File: src/rtl/mbox_pkg.sv
package mbox_pkg;

  localparam int REG_W  = 16;
  localparam int WORD_W = 2 * REG_W;
  localparam int IDX_W  = 3;

  localparam logic [IDX_W-1:0] RIDX_CTRL    = 3'd0;
  localparam logic [IDX_W-1:0] RIDX_ADDR_HI = 3'd1;
  localparam logic [IDX_W-1:0] RIDX_ADDR_LO = 3'd2;
  localparam logic [IDX_W-1:0] RIDX_DATA_HI = 3'd3;
  localparam logic [IDX_W-1:0] RIDX_DATA_LO = 3'd4;
  localparam logic [IDX_W-1:0] RIDX_CRC     = 3'd5;

  localparam int CTL_COMMIT = 0;
  localparam int CTL_CLEAR  = 1;
  localparam int STS_BUSY   = 0;

  localparam logic [15:0] CRC_POLY = 16'h1021;

  // One byte through a non-reflected CRC-16, MSB of the byte first.
  function automatic logic [15:0] crc16_byte(input logic [15:0] cur, input logic [7:0] b);
    logic [15:0] r;
    logic        fb;
    r = cur;
    for (int i = 7; i >= 0; i--) begin
      fb = r[15] ^ b[i];
      r  = {r[14:0], 1'b0} ^ (fb ? CRC_POLY : 16'h0000);
    end
    return r;
  endfunction

endpackage

File: src/rtl/mbox_regfile.sv
module mbox_regfile
  import mbox_pkg::*;
#(
  parameter int MEM_AW = 12
) (
  input  logic              clk,
  input  logic              rst,
  input  logic              wr_en,
  input  logic [IDX_W-1:0]  wr_idx,
  input  logic [REG_W-1:0]  wr_val,
  input  logic              commit,
  output logic [WORD_W-1:0] addr_q,
  output logic [WORD_W-1:0] data_q,
  output logic              mem_we,
  output logic [MEM_AW-1:0] mem_addr,
  output logic [WORD_W-1:0] mem_wdata
);

  localparam int NHALF = WORD_W / REG_W;

  // Halves are written by index; half 0 is the upper half.
  for (genvar h = 0; h < NHALF; h++) begin : g_half
    localparam int LSB = (NHALF - 1 - h) * REG_W;
    always_ff @(posedge clk) begin
      if (rst) begin
        data_q[LSB +: REG_W] <= '0;
      end else if (wr_en && wr_idx == RIDX_DATA_HI + IDX_W'(h)) begin
        data_q[LSB +: REG_W] <= wr_val;
      end
    end
  end

  always_ff @(posedge clk) begin
    if (rst) begin
      addr_q <= '0;
    end else if (commit) begin
      addr_q <= addr_q + 1'b1;
    end else if (wr_en && wr_idx == RIDX_ADDR_HI) begin
      addr_q[WORD_W-1:REG_W] <= wr_val;
    end else if (wr_en && wr_idx == RIDX_ADDR_LO) begin
      addr_q[REG_W-1:0] <= wr_val;
    end
  end

  always_ff @(posedge clk) begin
    if (rst) begin
      mem_we    <= 1'b0;
      mem_addr  <= '0;
      mem_wdata <= '0;
    end else begin
      mem_we <= commit;
      if (commit) begin
        mem_addr  <= addr_q[MEM_AW-1:0];
        mem_wdata <= data_q;
      end
    end
  end

  AST_MEM_WE_PULSE: assert property (@(posedge clk) disable iff (rst)
    mem_we |=> !mem_we);
  AST_ADDR_STEP: assert property (@(posedge clk) disable iff (rst)
    mem_we |-> (addr_q == $past(addr_q) + 1'b1));
  AST_WE_ADDR_MATCH: assert property (@(posedge clk) disable iff (rst)
    mem_we |-> (mem_addr == $past(addr_q[MEM_AW-1:0])));

endmodule

File: src/rtl/mbox_crc_unit.sv
module mbox_crc_unit
  import mbox_pkg::*;
#(
  parameter int DATA_W = 32
) (
  input  logic              clk,
  input  logic              rst,
  input  logic              start,
  input  logic              clr,
  input  logic [DATA_W-1:0] word,
  output logic              busy_q,
  output logic [15:0]       crc_q
);

  localparam int NBYTES = DATA_W / 8;
  localparam int CNT_W  = (NBYTES > 1) ? $clog2(NBYTES) : 1;
  localparam logic [CNT_W-1:0] LAST = CNT_W'(NBYTES - 1);

  logic [DATA_W-1:0] shreg_q;
  logic [CNT_W-1:0]  cnt_q;

  always_ff @(posedge clk) begin
    if (rst) begin
      crc_q   <= '0;
      busy_q  <= 1'b0;
      cnt_q   <= '0;
      shreg_q <= '0;
    end else begin
      if (clr) crc_q <= '0;
      if (start) begin
        shreg_q <= word;
        busy_q  <= 1'b1;
        cnt_q   <= '0;
      end else if (busy_q) begin
        crc_q   <= crc16_byte(crc_q, shreg_q[DATA_W-1 -: 8]);
        shreg_q <= shreg_q << 8;
        cnt_q   <= cnt_q + 1'b1;
        if (cnt_q == LAST) busy_q <= 1'b0;
      end
    end
  end

  AST_BUSY_LEN: assert property (@(posedge clk) disable iff (rst)
    (busy_q && cnt_q == LAST) |=> !busy_q);
  AST_START_IDLE: assert property (@(posedge clk) disable iff (rst)
    (start || clr) |-> !busy_q);
  AST_START_BUSY: assert property (@(posedge clk) disable iff (rst)
    start |=> busy_q);
  AST_CLEAR_ZERO: assert property (@(posedge clk) disable iff (rst)
    clr |=> (crc_q == 16'h0000));
  AST_CRC_HOLD: assert property (@(posedge clk) disable iff (rst)
    (!busy_q && !clr) |=> $stable(crc_q));

endmodule

File: src/rtl/mbox_rdmux.sv
module mbox_rdmux
  import mbox_pkg::*;
(
  input  logic              clk,
  input  logic              rst,
  input  logic [IDX_W-1:0]  rd_idx,
  input  logic [WORD_W-1:0] addr_q,
  input  logic [WORD_W-1:0] data_q,
  input  logic              busy,
  input  logic [15:0]       crc,
  output logic [REG_W-1:0]  rdata_q
);

  logic [REG_W-1:0] sel;

  always_comb begin
    sel = '0;
    case (rd_idx)
      RIDX_CTRL:    sel[STS_BUSY] = busy;
      RIDX_ADDR_HI: sel = addr_q[WORD_W-1:REG_W];
      RIDX_ADDR_LO: sel = addr_q[REG_W-1:0];
      RIDX_DATA_HI: sel = data_q[WORD_W-1:REG_W];
      RIDX_DATA_LO: sel = data_q[REG_W-1:0];
      RIDX_CRC:     sel = crc;
      default:      sel = '0;
    endcase
  end

  always_ff @(posedge clk) begin
    if (rst) rdata_q <= '0;
    else     rdata_q <= sel;
  end

endmodule

File: src/rtl/mbox_crc_loader.sv
module mbox_crc_loader
  import mbox_pkg::*;
#(
  parameter int MEM_AW = 12
) (
  input  logic              clk,
  input  logic              rst,
  input  logic              reg_we,
  input  logic [2:0]        reg_addr,
  input  logic [15:0]       reg_wdata,
  output logic [15:0]       reg_rdata,
  output logic              busy,
  output logic              mem_we,
  output logic [MEM_AW-1:0] mem_addr,
  output logic [31:0]       mem_wdata
);

  logic              ctrl_ok;
  logic              commit;
  logic              clr;
  logic [WORD_W-1:0] addr_q;
  logic [WORD_W-1:0] data_q;
  logic [15:0]       crc;

  // Control writes only count while the fold engine is idle.
  assign ctrl_ok = reg_we && (reg_addr == RIDX_CTRL) && !busy;
  assign commit  = ctrl_ok && reg_wdata[CTL_COMMIT];
  assign clr     = ctrl_ok && reg_wdata[CTL_CLEAR];

  mbox_regfile #(.MEM_AW(MEM_AW)) u_regs (
    .clk       (clk),
    .rst       (rst),
    .wr_en     (reg_we),
    .wr_idx    (reg_addr),
    .wr_val    (reg_wdata),
    .commit    (commit),
    .addr_q    (addr_q),
    .data_q    (data_q),
    .mem_we    (mem_we),
    .mem_addr  (mem_addr),
    .mem_wdata (mem_wdata)
  );

  mbox_crc_unit #(.DATA_W(WORD_W)) u_crc (
    .clk    (clk),
    .rst    (rst),
    .start  (commit),
    .clr    (clr),
    .word   (data_q),
    .busy_q (busy),
    .crc_q  (crc)
  );

  mbox_rdmux u_rd (
    .clk     (clk),
    .rst     (rst),
    .rd_idx  (reg_addr),
    .addr_q  (addr_q),
    .data_q  (data_q),
    .busy    (busy),
    .crc     (crc),
    .rdata_q (reg_rdata)
  );

  AST_DATA_NO_WRITE: assert property (@(posedge clk) disable iff (rst)
    (reg_we && reg_addr != RIDX_CTRL) |=> !mem_we);
  AST_BUSY_IGNORES: assert property (@(posedge clk) disable iff (rst)
    (busy && reg_we && reg_addr == RIDX_CTRL) |=> !mem_we);

endmodule

File: config.mk
export PLATFORM = sky130hd
export DESIGN_NAME = mbox_crc_loader
export DESIGN_NICKNAME = d
export VERILOG_FILES = /design/src/rtl/mbox_pkg.sv /design/src/rtl/mbox_regfile.sv /design/src/rtl/mbox_crc_unit.sv /design/src/rtl/mbox_rdmux.sv /design/src/rtl/mbox_crc_loader.sv
export SDC_FILE = /design/constraint.sdc
export NUM_CORES = 1
export LEC_CHECK = 0
export BUFFER_PORTS_ARGS = -buffer_cell sky130_fd_sc_hd__buf_2
export CORE_MARGIN = 1.5
export CORE_UTILIZATION = 58
export CTS_CLUSTER_DIAMETER = 30
export DETAILED_ROUTE_END_ITERATION = 8
export GPL_TIMING_DRIVEN = 0
export MAX_ROUTING_LAYER = met4
export PLACE_DENSITY = 0.79
export SYNTH_ARGS = -nofsm -noshare
export SYNTH_HDL_FRONTEND = slang
export SYNTH_SLANG_ARGS = --single-unit
File: constraint.sdc
create_clock -name clk -period 2.4 [get_ports clk]
set_input_delay 0 -clock clk [delete_from_list [all_inputs] [get_ports clk]]
set_output_delay 0 -clock clk [all_outputs]
set_load 0.02 [all_outputs]
==> out/qor.yml <==
routing:
  route.detailed.drc: 0
  postRouteAntennaNets: 0
  num_vias: 7849
  via_per_inst: 6.25
  first_iter_violations: 971
  wl_per_cell_um: 20.8
  wl_mm: 26.1
  drt-pass1-iter-count: 5
floorplanning:
  fp.coreArea_mm2: 0.0128
  die_y_um: 118
  start_util_pct: 60.2
  rows: 41
  die_area_mm2: 0.0140
  fp.dieW_um: 118
  ios: 84
cells_and_area:
  antenna_cells: 0
  final_common_cell: "nand2_1"
  multi_input_area_mm2: 0.00383
  syn_to_final_growth_pct: 17.8
  seq_area_mm2: 0.00352
  nFillCells: 1060
  final_cell_mix: "nand2_1 (249), dfxtp_1 (176), a21oi_1 (128), buf_2 (97), clkbuf_1 (58)"
  nNetsFinal: 1096
  drive_above_1_share_pct: 13.7
  final_cells: 1256
setup_path:
  reg2reg_depth: 7
  critPathRequiredTime_ps: 2760
  r2r_end: "u_regs.mem_wdata[0]$_SDFFE_PP0P_"
  r2r_setup_slack_ps: 170
  path_max_fanout: 10
  crit_start: "u_crc.busy_q$_SDFF_PP0_"
  cp.arrival_ps: 2590
  critPathLaunchType: "flop"
  endpoint_kind: "flop"
  critical_path_class: "flop to flop"
  timing.rr.start: "u_crc.busy_q$_SDFF_PP0_"
placed_design:
  place_congestion: 1.05
  placed_cells_incl_taps: 1209
  place_hpwl_mm: 18.4
  port-buffer-count: 81
synth:
  synth_top_cell_area_share_pct: 45.8
  ys_top_cells_by_area: "dfxtp_1 (46%), nand2_1 (12%), a21oi_1 (8.3%)"
  syn_area_mm2: 0.00769
  ys_warn_count: 0
  synth_largest_area_cell: "dfxtp_1"
  postSynthAreaPerCell_um2: 8.05
  synth_flop_cell: "dfxtp_1"
  synth_cell_type_count: 56
  ys_seq_area_share_pct: 45.8
  synthArstFlopShare_pct: 0
  synth-seq-cells: 176
  synth_nets: 980
  synth_edf_count: 0
  synthCells: 956
power:
  ir_drop_v: 0.000567
  p_per_area_mw_per_mm2: 685
  power_mw: 6.20
  power_leakage_nw: 3.24
clocking:
  insertion_delay_ps: 440
  cts_max_level: 4
  clockBufferDepth: 2
  cts_root_buf: "clkbuf_16"
  cts_sinks: 176
  cts_tree: "built"
  cts_made_buffers: 17
  clk_pin_slew_worst_paths_ps: 70
grt:
  grt_pass1_vias: 7070
  antenna_found_initial: 0
  busiest_layer: "met2"
  grt_pass1_wl_mm: 39.9
  grt-ovfl-total: 0
  gr-usage-met3_pct: 9.60
  track_usage_pct: 38.6
  use_met1_pct: 50.2
  grt_max_degree: 17
  groute.layer.met2.usage_pct: 56.3
job:
  drv_cap: 0
sta:
  fin_skew_ps: 12.3
  grt_setup_unrepaired: "no"
  worstMarginPinSlew_ps: 914
  finalHoldViolCount: 0
  fin_crit_sh_pct: 92.9
  fmax_mhz: 449
  setup_viol_count_final: 0
  drv_slew: 0
  maxSlewHeadroom_pct: 38.6
  fin_hold_ws_ps: 172
  setup-tns-final_ps: 0
  period_needed_ps: 2230
hold_path:
  holdPathStages: 4
  whs_endpoint: "u_regs.data_q[1]$_SDFFE_PP0P_"
  hold_path.startpoint: "reg_we"
  hp-class: "primary input to flop"
outcome:
  status: "finished, final reports clean"
[critical path, cell delays in order (launching register included)]
cell and delay (ps):
dfxtp_1 420, nor4b_1 90, nand2_1 130, clkbuf_1 420
buf_2 420, buf_1 410, nand2_1 120, a21oi_1 150
[worst max path at each step]
stage	to	slack, ps
after floorplan	u_regs.addr_q[25]$_SDFFE_PP0P_	570
after global placement	u_regs.mem_addr[11]$_SDFFE_PP0P_	160
after detailed placement	u_regs.mem_addr[11]$_SDFFE_PP0P_	140
after CTS	u_regs.mem_wdata[29]$_SDFFE_PP0P_	110
after global routing	u_regs.mem_wdata[1]$_SDFFE_PP0P_	30
final	u_regs.mem_wdata[0]$_SDFFE_PP0P_	170
[kinds of logic after synthesis]
| group | count (synthesis) | share of synthesized area, % |
|---|---|---|
| AOI/OAI and AO/OA | 245 | 19.3 |
| xor gates and xnor gates | 34 | 3.87 |
| muxes | 23 | 3.07 |
| adders and majority gates | 2 | 0.325 |
| and+or+nand+nor | 392 | 23.2 |
| DFF | 176 | 45.8 |
| buffers and inverters | 84 | 4.38 |
[layer usage]
| layer | routed length [µm] | up-vias | share of wire (%) |
|---|---|---|---|
| li1 | - | 3586 | - |
| met1 | 10700 | 3693 | 41 |
| met2 | 11200 | 472 | 43 |
| met3 | 2920 | 98 | 11 |
| met4 | 1290 | 0 | 4.9 |
| met5 | 0 | - | 0 |
[repair_timing]
item                                    CTS  global route
endpoints found under the setup margin    0             6
hold buffers                             16             0
endpoints found under the hold margin    52             0
buffers inserted                          0             0
resized for setup                         0             3
[area by class of cell]
type,count,share of cell area (%)
Clock buffer,17,4.69
Tap cell,172,2.37
Timing Repair Buffer,97,6.24
Multi-Input combinational cell,696,42.3
Sequential cell,176,38.9
Inverter,3,0.124
Buffer,81,3.62
Clock inverter,14,1.75
[cell usage after synthesis, types with 4 or more instances]
cell type / count
a32oi_1: 4
nor2b_1: 4
nor3_1: 11
or4b_1: 6
buf_1: 6
a31oi_1: 38
xor2_1: 16
a21oi_1: 128
nand2_1: 249
mux2i_1: 18
a221oi_1: 16
nand4_1: 17
dfxtp_1: 176
buf_2: 16
xnor2_1: 18
nand3_1: 17
or4_1: 5
mux2_2: 4
nor2_1: 49
clkbuf_1: 58
a31o_2: 5
o21ai_0: 12
a211oi_1: 20
[per-stage QoR]
step           worst slack, ps  cell area [µm²]  util, %
4_1_cts                    112             9060     70.9
3_3_place_gp               165             8310     65.1
2_1_floorplan              570             7690        -
5_1_grt                   25.3             9060     70.9
6_report                   171             9060     70.9
3_5_place_dp               140             8310     65.1
[report_power, final]
group | total [mW] | switching (mW) | leakage [nW] | internal (mW)
sequential | 3.00 | 0.0402 | 1.42 | 2.96
clock | 2.79 | 1.24 | 0.280 | 1.55
combinational | 0.417 | 0.295 | 1.54 | 0.122
total | 6.20 | 1.57 | 3.24 | 4.63
[flip-flops by register name, indices dropped and copies added (netlist names)]
| signal | cells |
|---|---|
| u_regs.mem_wdata | 32 |
| u_crc.cnt_q | 2 |
| u_regs.addr_q | 32 |
| u_regs.mem_addr | 12 |
| u_regs.data_q | 32 |
| u_crc.crc_q | 16 |
| u_crc.shreg_q | 32 |
| u_crc.busy_q | 1 |
| u_regs.mem_we | 1 |
| u_rd.rdata_q | 16 |
(Power assumes the default switching activity.)
